[config.mk]
export PLATFORM = sky130hd
export DESIGN_NAME = qenc_timer
export DESIGN_NICKNAME = d
export VERILOG_FILES = /design/src/rtl/qenc_pkg.sv /design/src/rtl/qenc_insync.sv /design/src/rtl/qenc_decode.sv /design/src/rtl/qenc_count.sv /design/src/rtl/qenc_trgsel.sv /design/src/rtl/qenc_timer.sv
export SDC_FILE = /design/constraint.sdc
export NUM_CORES = 1
export LEC_CHECK = 0
export CAP_MARGIN = 10
export CORE_ASPECT_RATIO = 0.9
export CORE_MARGIN = 4
export CORE_UTILIZATION = 50
export CTS_BUF_LIST = sky130_fd_sc_hd__clkbuf_8
export DETAILED_ROUTE_END_ITERATION = 12
export GPL_ROUTABILITY_DRIVEN = 1
export PLACE_DENSITY = 0.83
export SLEW_MARGIN = 0
export SYNTH_ARGS = -nofsm -noshare
export SYNTH_HDL_FRONTEND = slang
export SYNTH_HIERARCHICAL = 1
export SYNTH_SLANG_ARGS = --single-unit
[constraint.sdc]
create_clock -name clk -period 7.8 [get_ports clk]
set_input_delay 0.78 -clock clk [delete_from_list [all_inputs] [get_ports clk]]
set_output_delay 0.78 -clock clk [all_outputs]
set_load 0.02 [all_outputs]
[src/rtl/qenc_pkg.sv]
package qenc_pkg;

    localparam logic [7:0] OFS_CTRL  = 8'h00;
    localparam logic [7:0] OFS_MSEL  = 8'h04;
    localparam logic [7:0] OFS_SMODE = 8'h08;
    localparam logic [7:0] OFS_EVT   = 8'h14;
    localparam logic [7:0] OFS_CNT   = 8'h24;
    localparam logic [7:0] OFS_PRE   = 8'h2C;

    localparam int BIT_EN   = 0;
    localparam int BIT_DIR  = 4;
    localparam int BIT_PRE  = 7;
    localparam int MSEL_LSB = 4;
    localparam int FIELD_W  = 3;

    typedef enum logic [2:0] {
        SM_TICK   = 3'd0,
        SM_EDGE_A = 3'd1,
        SM_EDGE_B = 3'd2,
        SM_QUAD   = 3'd3,
        SM_RSV4   = 3'd4,
        SM_RSV5   = 3'd5,
        SM_RSV6   = 3'd6,
        SM_RSV7   = 3'd7
    } smode_e;

    typedef enum logic [2:0] {
        MM_SWGEN  = 3'd0,
        MM_ENABLE = 3'd1,
        MM_UPDATE = 3'd2,
        MM_CMP1P  = 3'd3,
        MM_REF1   = 3'd4,
        MM_REF2   = 3'd5,
        MM_REF3   = 3'd6,
        MM_REF4   = 3'd7
    } msel_e;

    typedef struct packed {
        logic lvl;
        logic prev;
        logic chg;
    } pin_t;

    // Gray decode: down when current A equals previous B
    function automatic logic quad_down(input logic a_now, input logic b_before);
        return ~(a_now ^ b_before);
    endfunction

endpackage

[src/rtl/qenc_insync.sv]
module qenc_insync #(
    parameter int N      = 2,
    parameter int STAGES = 2
) (
    input  logic                     clk,
    input  logic                     rst,
    input  logic [N-1:0]             pin_i,
    output qenc_pkg::pin_t [N-1:0]   pin_o
);
    for (genvar g = 0; g < N; g++) begin : g_pin
        logic [STAGES-1:0] chain_q;
        logic              prev_q;

        always_ff @(posedge clk) begin
            if (rst) begin
                chain_q <= '0;
                prev_q  <= 1'b0;
            end else begin
                chain_q <= {chain_q[STAGES-2:0], pin_i[g]};
                prev_q  <= chain_q[STAGES-1];
            end
        end

        assign pin_o[g].lvl  = chain_q[STAGES-1];
        assign pin_o[g].prev = prev_q;
        assign pin_o[g].chg  = chain_q[STAGES-1] ^ prev_q;
    end
endmodule

[src/rtl/qenc_decode.sv]
module qenc_decode
    import qenc_pkg::*;
(
    input  smode_e mode_i,
    input  logic   sw_dn_i,
    input  logic   a_lvl_i,
    input  logic   a_chg_i,
    input  logic   b_lvl_i,
    input  logic   b_chg_i,
    input  logic   b_prev_i,
    output logic   step_o,
    output logic   dn_o
);
    always_comb begin
        step_o = 1'b0;
        dn_o   = 1'b0;
        unique case (mode_i)
            SM_TICK: begin
                step_o = 1'b1;
                dn_o   = sw_dn_i;
            end
            SM_EDGE_A: begin
                step_o = a_chg_i;
                dn_o   = b_lvl_i;
            end
            SM_EDGE_B: begin
                step_o = b_chg_i;
                dn_o   = a_lvl_i;
            end
            SM_QUAD: begin
                step_o = a_chg_i ^ b_chg_i;
                dn_o   = quad_down(a_lvl_i, b_prev_i);
            end
            default: begin
                step_o = 1'b0;
                dn_o   = 1'b0;
            end
        endcase
    end
endmodule

[src/rtl/qenc_count.sv]
module qenc_count #(
    parameter int CNT_W = 16
) (
    input  logic             clk,
    input  logic             rst,
    input  logic             en_i,
    input  logic             step_i,
    input  logic             dn_i,
    input  logic             pre_en_i,
    input  logic             cnt_we_i,
    input  logic             arr_we_i,
    input  logic [CNT_W-1:0] wd_i,
    output logic [CNT_W-1:0] cnt_o,
    output logic [CNT_W-1:0] arr_sh_o,
    output logic             upd_o
);
    logic [CNT_W-1:0] cnt_q, arr_act_q, arr_sh_q, cnt_nx;
    logic             upd_q, wrap, advance;

    assign advance = en_i && step_i && !cnt_we_i;

    always_comb begin
        wrap   = 1'b0;
        cnt_nx = cnt_q;
        if (dn_i) begin
            if (cnt_q == '0) begin
                cnt_nx = arr_act_q;
                wrap   = 1'b1;
            end else begin
                cnt_nx = cnt_q - 1'b1;
            end
        end else begin
            if (cnt_q >= arr_act_q) begin
                cnt_nx = '0;
                wrap   = 1'b1;
            end else begin
                cnt_nx = cnt_q + 1'b1;
            end
        end
    end

    always_ff @(posedge clk) begin
        if (rst) begin
            cnt_q     <= '0;
            arr_act_q <= '0;
            arr_sh_q  <= '0;
            upd_q     <= 1'b0;
        end else begin
            upd_q <= advance && wrap;
            if (cnt_we_i) begin
                cnt_q <= wd_i;
            end else if (advance) begin
                cnt_q <= cnt_nx;
            end
            if (arr_we_i) begin
                arr_sh_q <= wd_i;
            end
            if (arr_we_i && !pre_en_i) begin
                arr_act_q <= wd_i;
            end else if (advance && wrap) begin
                arr_act_q <= arr_sh_q;
            end
        end
    end

    assign cnt_o    = cnt_q;
    assign arr_sh_o = arr_sh_q;
    assign upd_o    = upd_q;

    AST_WRAP_VALUE: assert property (@(posedge clk) disable iff (rst)
        upd_q |-> ((cnt_q == '0) || (cnt_q == $past(arr_act_q)))) else $error("wrap value");
    AST_HOLD_OFF: assert property (@(posedge clk) disable iff (rst)
        (!$past(en_i) && !$past(cnt_we_i)) |-> $stable(cnt_q)) else $error("count while off");
    AST_PRESET_SHADOW: assert property (@(posedge clk) disable iff (rst)
        !$stable(arr_act_q) |-> (upd_q || !$past(pre_en_i))) else $error("preset moved early");
endmodule

[src/rtl/qenc_trgsel.sv]
module qenc_trgsel
    import qenc_pkg::*;
#(
    parameter int NUM_REF = 4
) (
    input  logic               clk,
    input  logic               rst,
    input  msel_e              sel_i,
    input  logic               swgen_i,
    input  logic               en_i,
    input  logic               upd_i,
    input  logic [NUM_REF-1:0] ref_i,
    output logic               trg_o
);
    logic ref0_q, src, trg_q;

    always_comb begin
        src = 1'b0;
        unique case (sel_i)
            MM_SWGEN:  src = swgen_i;
            MM_ENABLE: src = en_i;
            MM_UPDATE: src = upd_i;
            MM_CMP1P:  src = ref_i[0] & ~ref0_q;
            default: begin
                for (int k = 0; k < NUM_REF; k++) begin
                    if (int'(sel_i) == int'(MM_REF1) + k) src = ref_i[k];
                end
            end
        endcase
    end

    always_ff @(posedge clk) begin
        if (rst) begin
            ref0_q <= 1'b0;
            trg_q  <= 1'b0;
        end else begin
            ref0_q <= ref_i[0];
            trg_q  <= src;
        end
    end

    assign trg_o = trg_q;

    AST_TRG_UPDATE: assert property (@(posedge clk) disable iff (rst)
        (sel_i == MM_UPDATE && upd_i) |=> trg_q) else $error("update not forwarded");
endmodule

[src/rtl/qenc_timer.sv]
module qenc_timer
    import qenc_pkg::*;
#(
    parameter int CNT_W       = 16,
    parameter int DATA_W      = 32,
    parameter int ADDR_W      = 8,
    parameter int NUM_REF     = 4,
    parameter int SYNC_STAGES = 2
) (
    input  logic               clk,
    input  logic               rst,
    input  logic               bus_en,
    input  logic               bus_we,
    input  logic [ADDR_W-1:0]  bus_addr,
    input  logic [DATA_W-1:0]  bus_wdata,
    output logic [DATA_W-1:0]  bus_rdata,
    output logic               bus_rvalid,
    input  logic               enc_a,
    input  logic               enc_b,
    input  logic [NUM_REF-1:0] cmp_ref,
    output logic               upd_evt,
    output logic               trig_out
);
    localparam int PIN_A = 0;
    localparam int PIN_B = 1;

    logic   en_q, pre_en_q, sw_dir_q, dir_dec_q, swgen_q;
    smode_e smode_q;
    msel_e  msel_q;
    logic   wr, rd, wr_ctrl, wr_cnt, wr_pre;
    logic   step, dn, dir_rd;
    logic [CNT_W-1:0] cnt, arr_sh;
    logic [DATA_W-1:0] rd_mux, rdata_q;
    logic   rvalid_q;
    pin_t [1:0] pins;
    logic   unused_wd;

    assign unused_wd = ^bus_wdata;
    assign wr      = bus_en && bus_we;
    assign rd      = bus_en && !bus_we;
    assign wr_ctrl = wr && (bus_addr == ADDR_W'(OFS_CTRL));
    assign wr_cnt  = wr && (bus_addr == ADDR_W'(OFS_CNT));
    assign wr_pre  = wr && (bus_addr == ADDR_W'(OFS_PRE));

    qenc_insync #(.N(2), .STAGES(SYNC_STAGES)) u_sync (
        .clk   (clk),
        .rst   (rst),
        .pin_i ({enc_b, enc_a}),
        .pin_o (pins)
    );

    qenc_decode u_dec (
        .mode_i   (smode_q),
        .sw_dn_i  (sw_dir_q),
        .a_lvl_i  (pins[PIN_A].lvl),
        .a_chg_i  (pins[PIN_A].chg),
        .b_lvl_i  (pins[PIN_B].lvl),
        .b_chg_i  (pins[PIN_B].chg),
        .b_prev_i (pins[PIN_B].prev),
        .step_o   (step),
        .dn_o     (dn)
    );

    qenc_count #(.CNT_W(CNT_W)) u_cnt (
        .clk      (clk),
        .rst      (rst),
        .en_i     (en_q),
        .step_i   (step),
        .dn_i     (dn),
        .pre_en_i (pre_en_q),
        .cnt_we_i (wr_cnt),
        .arr_we_i (wr_pre),
        .wd_i     (bus_wdata[CNT_W-1:0]),
        .cnt_o    (cnt),
        .arr_sh_o (arr_sh),
        .upd_o    (upd_evt)
    );

    qenc_trgsel #(.NUM_REF(NUM_REF)) u_trg (
        .clk     (clk),
        .rst     (rst),
        .sel_i   (msel_q),
        .swgen_i (swgen_q),
        .en_i    (en_q),
        .upd_i   (upd_evt),
        .ref_i   (cmp_ref),
        .trg_o   (trig_out)
    );

    always_ff @(posedge clk) begin
        if (rst) begin
            en_q      <= 1'b0;
            pre_en_q  <= 1'b0;
            sw_dir_q  <= 1'b0;
            dir_dec_q <= 1'b0;
            swgen_q   <= 1'b0;
            smode_q   <= SM_TICK;
            msel_q    <= MM_SWGEN;
        end else begin
            swgen_q <= wr && (bus_addr == ADDR_W'(OFS_EVT)) && bus_wdata[0];
            if (wr_ctrl) begin
                en_q     <= bus_wdata[BIT_EN];
                pre_en_q <= bus_wdata[BIT_PRE];
                if (smode_q == SM_TICK) sw_dir_q <= bus_wdata[BIT_DIR];
            end
            if (wr && (bus_addr == ADDR_W'(OFS_MSEL)))
                msel_q <= msel_e'(bus_wdata[MSEL_LSB +: FIELD_W]);
            if (wr && (bus_addr == ADDR_W'(OFS_SMODE)))
                smode_q <= smode_e'(bus_wdata[FIELD_W-1:0]);
            if (en_q && step && (smode_q != SM_TICK))
                dir_dec_q <= dn;
        end
    end

    assign dir_rd = (smode_q == SM_TICK) ? sw_dir_q : dir_dec_q;

    always_comb begin
        rd_mux = '0;
        case (bus_addr)
            ADDR_W'(OFS_CTRL): begin
                rd_mux[BIT_EN]  = en_q;
                rd_mux[BIT_DIR] = dir_rd;
                rd_mux[BIT_PRE] = pre_en_q;
            end
            ADDR_W'(OFS_MSEL):  rd_mux[MSEL_LSB +: FIELD_W] = msel_q;
            ADDR_W'(OFS_SMODE): rd_mux[FIELD_W-1:0] = smode_q;
            ADDR_W'(OFS_CNT):   rd_mux[CNT_W-1:0] = cnt;
            ADDR_W'(OFS_PRE):   rd_mux[CNT_W-1:0] = arr_sh;
            default:            rd_mux = '0;
        endcase
    end

    always_ff @(posedge clk) begin
        if (rst) begin
            rdata_q  <= '0;
            rvalid_q <= 1'b0;
        end else begin
            rvalid_q <= rd;
            rdata_q  <= rd ? rd_mux : '0;
        end
    end

    assign bus_rdata  = rdata_q;
    assign bus_rvalid = rvalid_q;

    AST_DIR_READONLY: assert property (@(posedge clk) disable iff (rst)
        (wr_ctrl && smode_q != SM_TICK) |=> $stable(sw_dir_q)) else $error("dir written in encoder mode");
    AST_NO_DOUBLE_STEP: assert property (@(posedge clk) disable iff (rst)
        (smode_q == SM_QUAD && pins[PIN_A].chg && pins[PIN_B].chg) |-> !step) else $error("illegal step");
endmodule

==> Yosys cells after proc, flatten, opt, wreduce, memory -nomap -nowiden <==
Index checks and enable logic that the tools add are counted.
{ "op_classes": {"bitwise_logic": 8, "n_eq_ne": 15, "n_mux": 25, "addsub": 2, "n_lt_le_gt_ge": 1, "n_reduce_logical": 26} }
{ "op_table": {"columns": ["cell", "count"], "rows": [
  ["2-to-1 mux 16 bit", 7],
  ["one-hot mux 1 bit (4 select lines)", 5],
  ["adder 16 x 1 -> 16 bit, second input constant", 1],
  ["== test 8 x 6 -> 1 bit, second input constant", 2],
  [">= comparator 16 bit", 1],
  ["logical NOT 16 bit", 1],
  ["one-hot mux 8 bit (2 select lines)", 1],
  ["subtractor 16 x 1 -> 16 bit, second input constant", 1],
  ["== test 3 x 2 -> 1 bit, second input constant", 5],
  ["logical AND 1 bit", 14],
  ["one-hot mux 2 bit (3 select lines)", 2],
  ["== test 3 x 1 -> 1 bit, second input constant", 3],
  ["== test 8 x 3 -> 1 bit, second input constant", 1],
  ["== test 8 x 4 -> 1 bit, second input constant", 1],
  ["== test 8 x 5 -> 1 bit, second input constant", 1],
  ["logical NOT 8 bit", 1],
  ["2-to-1 mux 1 bit", 8],
  ["== test 3 bit, second input constant", 2],
  ["logical NOT 3 bit", 2],
  ["nonzero test 2 bit", 2],
  ["bitwise XOR 1 bit", 4],
  ["logical NOT 1 bit", 3],
  ["inverter 1 bit", 3],
  ["one-hot mux 1 bit (3 select lines)", 1],
  ["5 further kinds", 5]
]} }
{ "word_totals": {"register_bits": 101} }

==> Longest topological paths before layout <==
{ "logic_depth": {"ltp_word": 8, "depth_mapped": 11} }

==> Cells and area by module <==
The synthesis kept the hierarchy.
{ "modules_own_cells": {"columns": ["mod", "area_per_inst_um2", "seq_area_each_um2", "cells_per_inst", "n_inst"], "rows": [
  ["qenc_count", 3453.3, 980.9, 445, 1],
  ["qenc_timer", 1366.3, 560.5, 145, 1],
  ["qenc_insync", 207.7, 120.1, 18, 1],
  ["qenc_trgsel", 116.4, 40.0, 9, 1],
  ["qenc_decode", 85.1, 0.0, 13, 1]
]} }

==> Least setup slack after synthesis <==
No wires, ideal clock.
{ "synth_path": {"kind": "input to register", "from": "input port bus_addr[1]", "to": "register u_cnt.arr_act_q[7]", "arrival_time_ns": 2.963, "path_buffers": 3, "required_ns": 7.714, "stages": 9, "slack_ns": 4.752, "cell_sequence": "nor4_1 nand2b_1 nor4_1 clkbuf_1 nor2b_1 clkbuf_1 clkbuf_1 a31oi_1 a211oi_1"} }
{ "synth_between": {"word_cells_on_any_way": 10} }
{ "synth_lines": {"columns": ["item", "line", "rtl"], "rows": [
  ["start: declaration", "qenc_timer.sv:14", "input logic [ADDR_W-1:0] bus_addr,"],
  ["== test 8 x 6 -> 1 bit (*)", "qenc_timer.sv:43", "assign wr_pre = wr && (bus_addr == ADDR_W'(OFS_PRE));"],
  ["logical AND 1 bit (*)", "qenc_timer.sv:43", null],
  ["via wr_pre", "qenc_timer.sv:30", "logic wr, rd, wr_ctrl, wr_cnt, wr_pre;"],
  ["logical AND 1 bit (*)", "qenc_count.sv:58", "if (arr_we_i && !pre_en_i) begin"],
  ["2-to-1 mux 16 bit or nonzero test 2 bit (tied branches)", null, null],
  ["end signal: assignment", "qenc_count.sv:59", "arr_act_q <= wd_i;"],
  ["end signal: assignment", "qenc_count.sv:61", "arr_act_q <= arr_sh_q;"],
  ["end: declaration", "qenc_count.sv:17", "logic [CNT_W-1:0] cnt_q, arr_act_q, arr_sh_q, cnt_nx;"]
]} }
The timed path passes the listed nets; every way through them passes the cells marked *.
A chain may end at the register's enable or synchronous reset.

==> Worst setup path in the final report <==
{ "layout_path": {"from": "input port bus_addr[1]", "to": "register u_cnt.arr_act_q[10]"} }
{ "layout_between": {"elab_chain_cells": 6, "word_cells_on_any_way": 10} }
{ "layout_rtl": {"columns": ["item", "line", "rtl"], "rows": [
  ["== test 8 x 6 -> 1 bit", "qenc_timer.sv:42", "assign wr_cnt = wr && (bus_addr == ADDR_W'(OFS_CNT));"],
  ["logical AND 1 bit", "qenc_timer.sv:42", null],
  ["via wr_cnt", "qenc_timer.sv:30", null],
  ["logical NOT 1 bit", "qenc_count.sv:20", "assign advance = en_i && step_i && !cnt_we_i;"],
  ["logical AND 1 bit", "qenc_count.sv:20", null],
  ["logical AND 1 bit", "qenc_count.sv:60", "end else if (advance && wrap) begin"],
  ["nonzero test 2 bit (no source line)", null, null]
]} }
The timed path passes the listed nets, and every way through them passes these cells.

==> flow_summary.ini <==
[global_routing]
grt_pass1_vias = 4601
grt_max_degree = 74
gr-total-overflow = 0
grt_pass1_wl_mm = 23.1
grtUsageTotal_pct = 23.5
antenna_found_initial = 0

[timing]
worstMarginPinSlew_ps = 1170
setup_viol = 0
layout_min_cycle_time_ps = 3730
skew_ps = 16.0
slew_violations = 0
relSlewSlack_pct = 21.8
rsz0062_at_grt = false
post-route-period-util_pct = 47.9
finalHoldViolations = 0
setup-tns-final_ps = 0
clock.fmax_mhz = 268

[clocking]
path_clk_slew_ps = 90
htreeDepth = 3
ctsResizeCount = 0
clk_path_buf_depth = 2
cts_tree = done
cts_hold_buf = 0
clock-sinks = 85
cts_made_buffers = 9
clkLatencyLatePin_ps = 370
post-cts-setup-buffer-count = 0
root_buffer = clkbuf_8

[routing]
drtAntennaViolNets = 0
routed_wirelength_mm = 14.5
firstDrtPassIters = 6
vias_per_cell = 6.22
drc_errors = 0
wl_per_cell_um = 18.4
vias = 4888
dr.first_iter.drc_count = 669

[die]
die_w_um = 116
dieArea_um2 = 12100
start_util_pct = 51.2
fp.dieH_um = 105
core_area_um2 = 10200
core.rowCount = 35
io_pins = 85

[critical_path]
worstSetupStartpointType = primary input
cp_max_fo = 36
required_ps = 8060
rrSetupSlack_ps = 4240
arrival_ps = 3990
crit_type = primary input to flop
cp-end-kind = flop

[placement]
dp_hpwl_mm = 9.67
place.gp.congestion = 0.932
numPortBuffers = 52

[finish]
nets = 721
n_antenna_cell = 0
drive_gt1_share_pct = 7.46
area_delta_synth_final_pct = 11.5
final_util_pct = 57.0
nFillCells = 896

[outcome]
status = finished, final reports clean

[run]
drv_cap = 0

[power]
vdd_ir_drop_max_mv = 0.0949
p_per_area_nw_per_um2 = 141
leakagePower_nw = 2.19

[logic_synthesis]
syn_area_um2 = 5220
ys_warn_count = 6
synth_area_per_cell_um2 = 8.30
synth_cells = 629

[worst_hold_path]
hp-class = flop to flop
[final cells by class]
type / count / area (um^2) / share of cell area (%)
Timing Repair Buffer: 59 / 568 / 9.76
Clock buffer: 9 / 124 / 2.13
Clock inverter: 7 / 85.1 / 1.46
Multi-Input combinational cell: 472 / 3090 / 53.0
Inverter: 25 / 93.8 / 1.61
Tap cell: 129 / 161 / 2.77
Sequential cell: 85 / 1700 / 29.2
[layout by cell type, fill, tap and decap left out, types with 10 or more instances in the layout]
| master | n |
|---|---|
| ha_1 | 19 |
| inv_1 | 25 |
| a21oi_1 | 28 |
| nor2b_1 | 10 |
| nand2_1 | 43 |
| nor2_1 | 85 |
| a31oi_1 | 21 |
| xor2_1 | 10 |
| xnor2_1 | 13 |
| nand3_1 | 10 |
| conb_1 | 16 |
| nor3_1 | 15 |
| clkdlybuf4s50_1 | 51 |
| dfxtp_1 | 85 |
| a211oi_1 | 22 |
| o21ai_0 | 27 |
| mux2i_1 | 41 |
[through the flow]
stage	power [mW]	setup WS, ps	area, um^2	hold WS (ps)	instances
after floorplan	0.485	4750	5280	414	644
after global placement	0.504	3990	5610	432	770
after detailed placement	0.504	3800	5610	436	770
after CTS	0.825	4180	5820	457	786
after global routing	0.850	3800	5820	468	786
final	0.823	4070	5820	452	786
[critical path: stages]
cell	delay (ps)
clkdlybuf4s50_1	420
nor4_1	610
nand2b_1	200
nor4_2	290
buf_4	390
nand2b_1	750
o21ai_0	240
a221oi_1	310
[metal layers]
metal  share of wire (%)  GRT usage [%]  wire, um  vias up
met5                   0              0         0        -
met4                 2.9           9.69       413        0
met3                 9.1           3.42      1320       41
met2                  47           37.3      6780      273
met1                  41           31.9      5950     2298
li1                    -              -         -     2276
[sequential cells by signal, indices dropped and copies added (netlist names)]
register and flops:
u_cnt/arr_sh_o 16, u_sync/g_pin.prev_q 2, bus_rdata 16, u_trg/trg_o 1, sw_dir_q 1, pre_en_q 1, msel_q 3, u_sync/g_pin.chain_q 4
u_trg/ref0_q 1, dir_dec_q 1, u_cnt/cnt_o 16, en_q 1, smode_q 3, u_cnt/arr_act_q 16, swgen_q 1, u_cnt/upd_o 1
bus_rvalid 1
[where the power goes]
part	leakage [nW]	switching [mW]	internal, mW
combinational	1.40	0.0357	0.0234
clock	0.103	0.175	0.152
sequential	0.686	0.00121	0.436
total	2.19	0.212	0.611
[final timing paths]
kind                               from                         end  depth (start not counted)
max                         bus_addr[1]         u_cnt/arr_act_q[10]                          8
min          u_sync/g_pin[0].chain_q[0]  u_sync/g_pin[0].chain_q[1]                          1
max reg2reg                  smode_q[1]             u_cnt/cnt_o[10]                          8
min reg2reg  u_sync/g_pin[0].chain_q[0]  u_sync/g_pin[0].chain_q[1]                          1
Power figures use the tool's default switching activity.
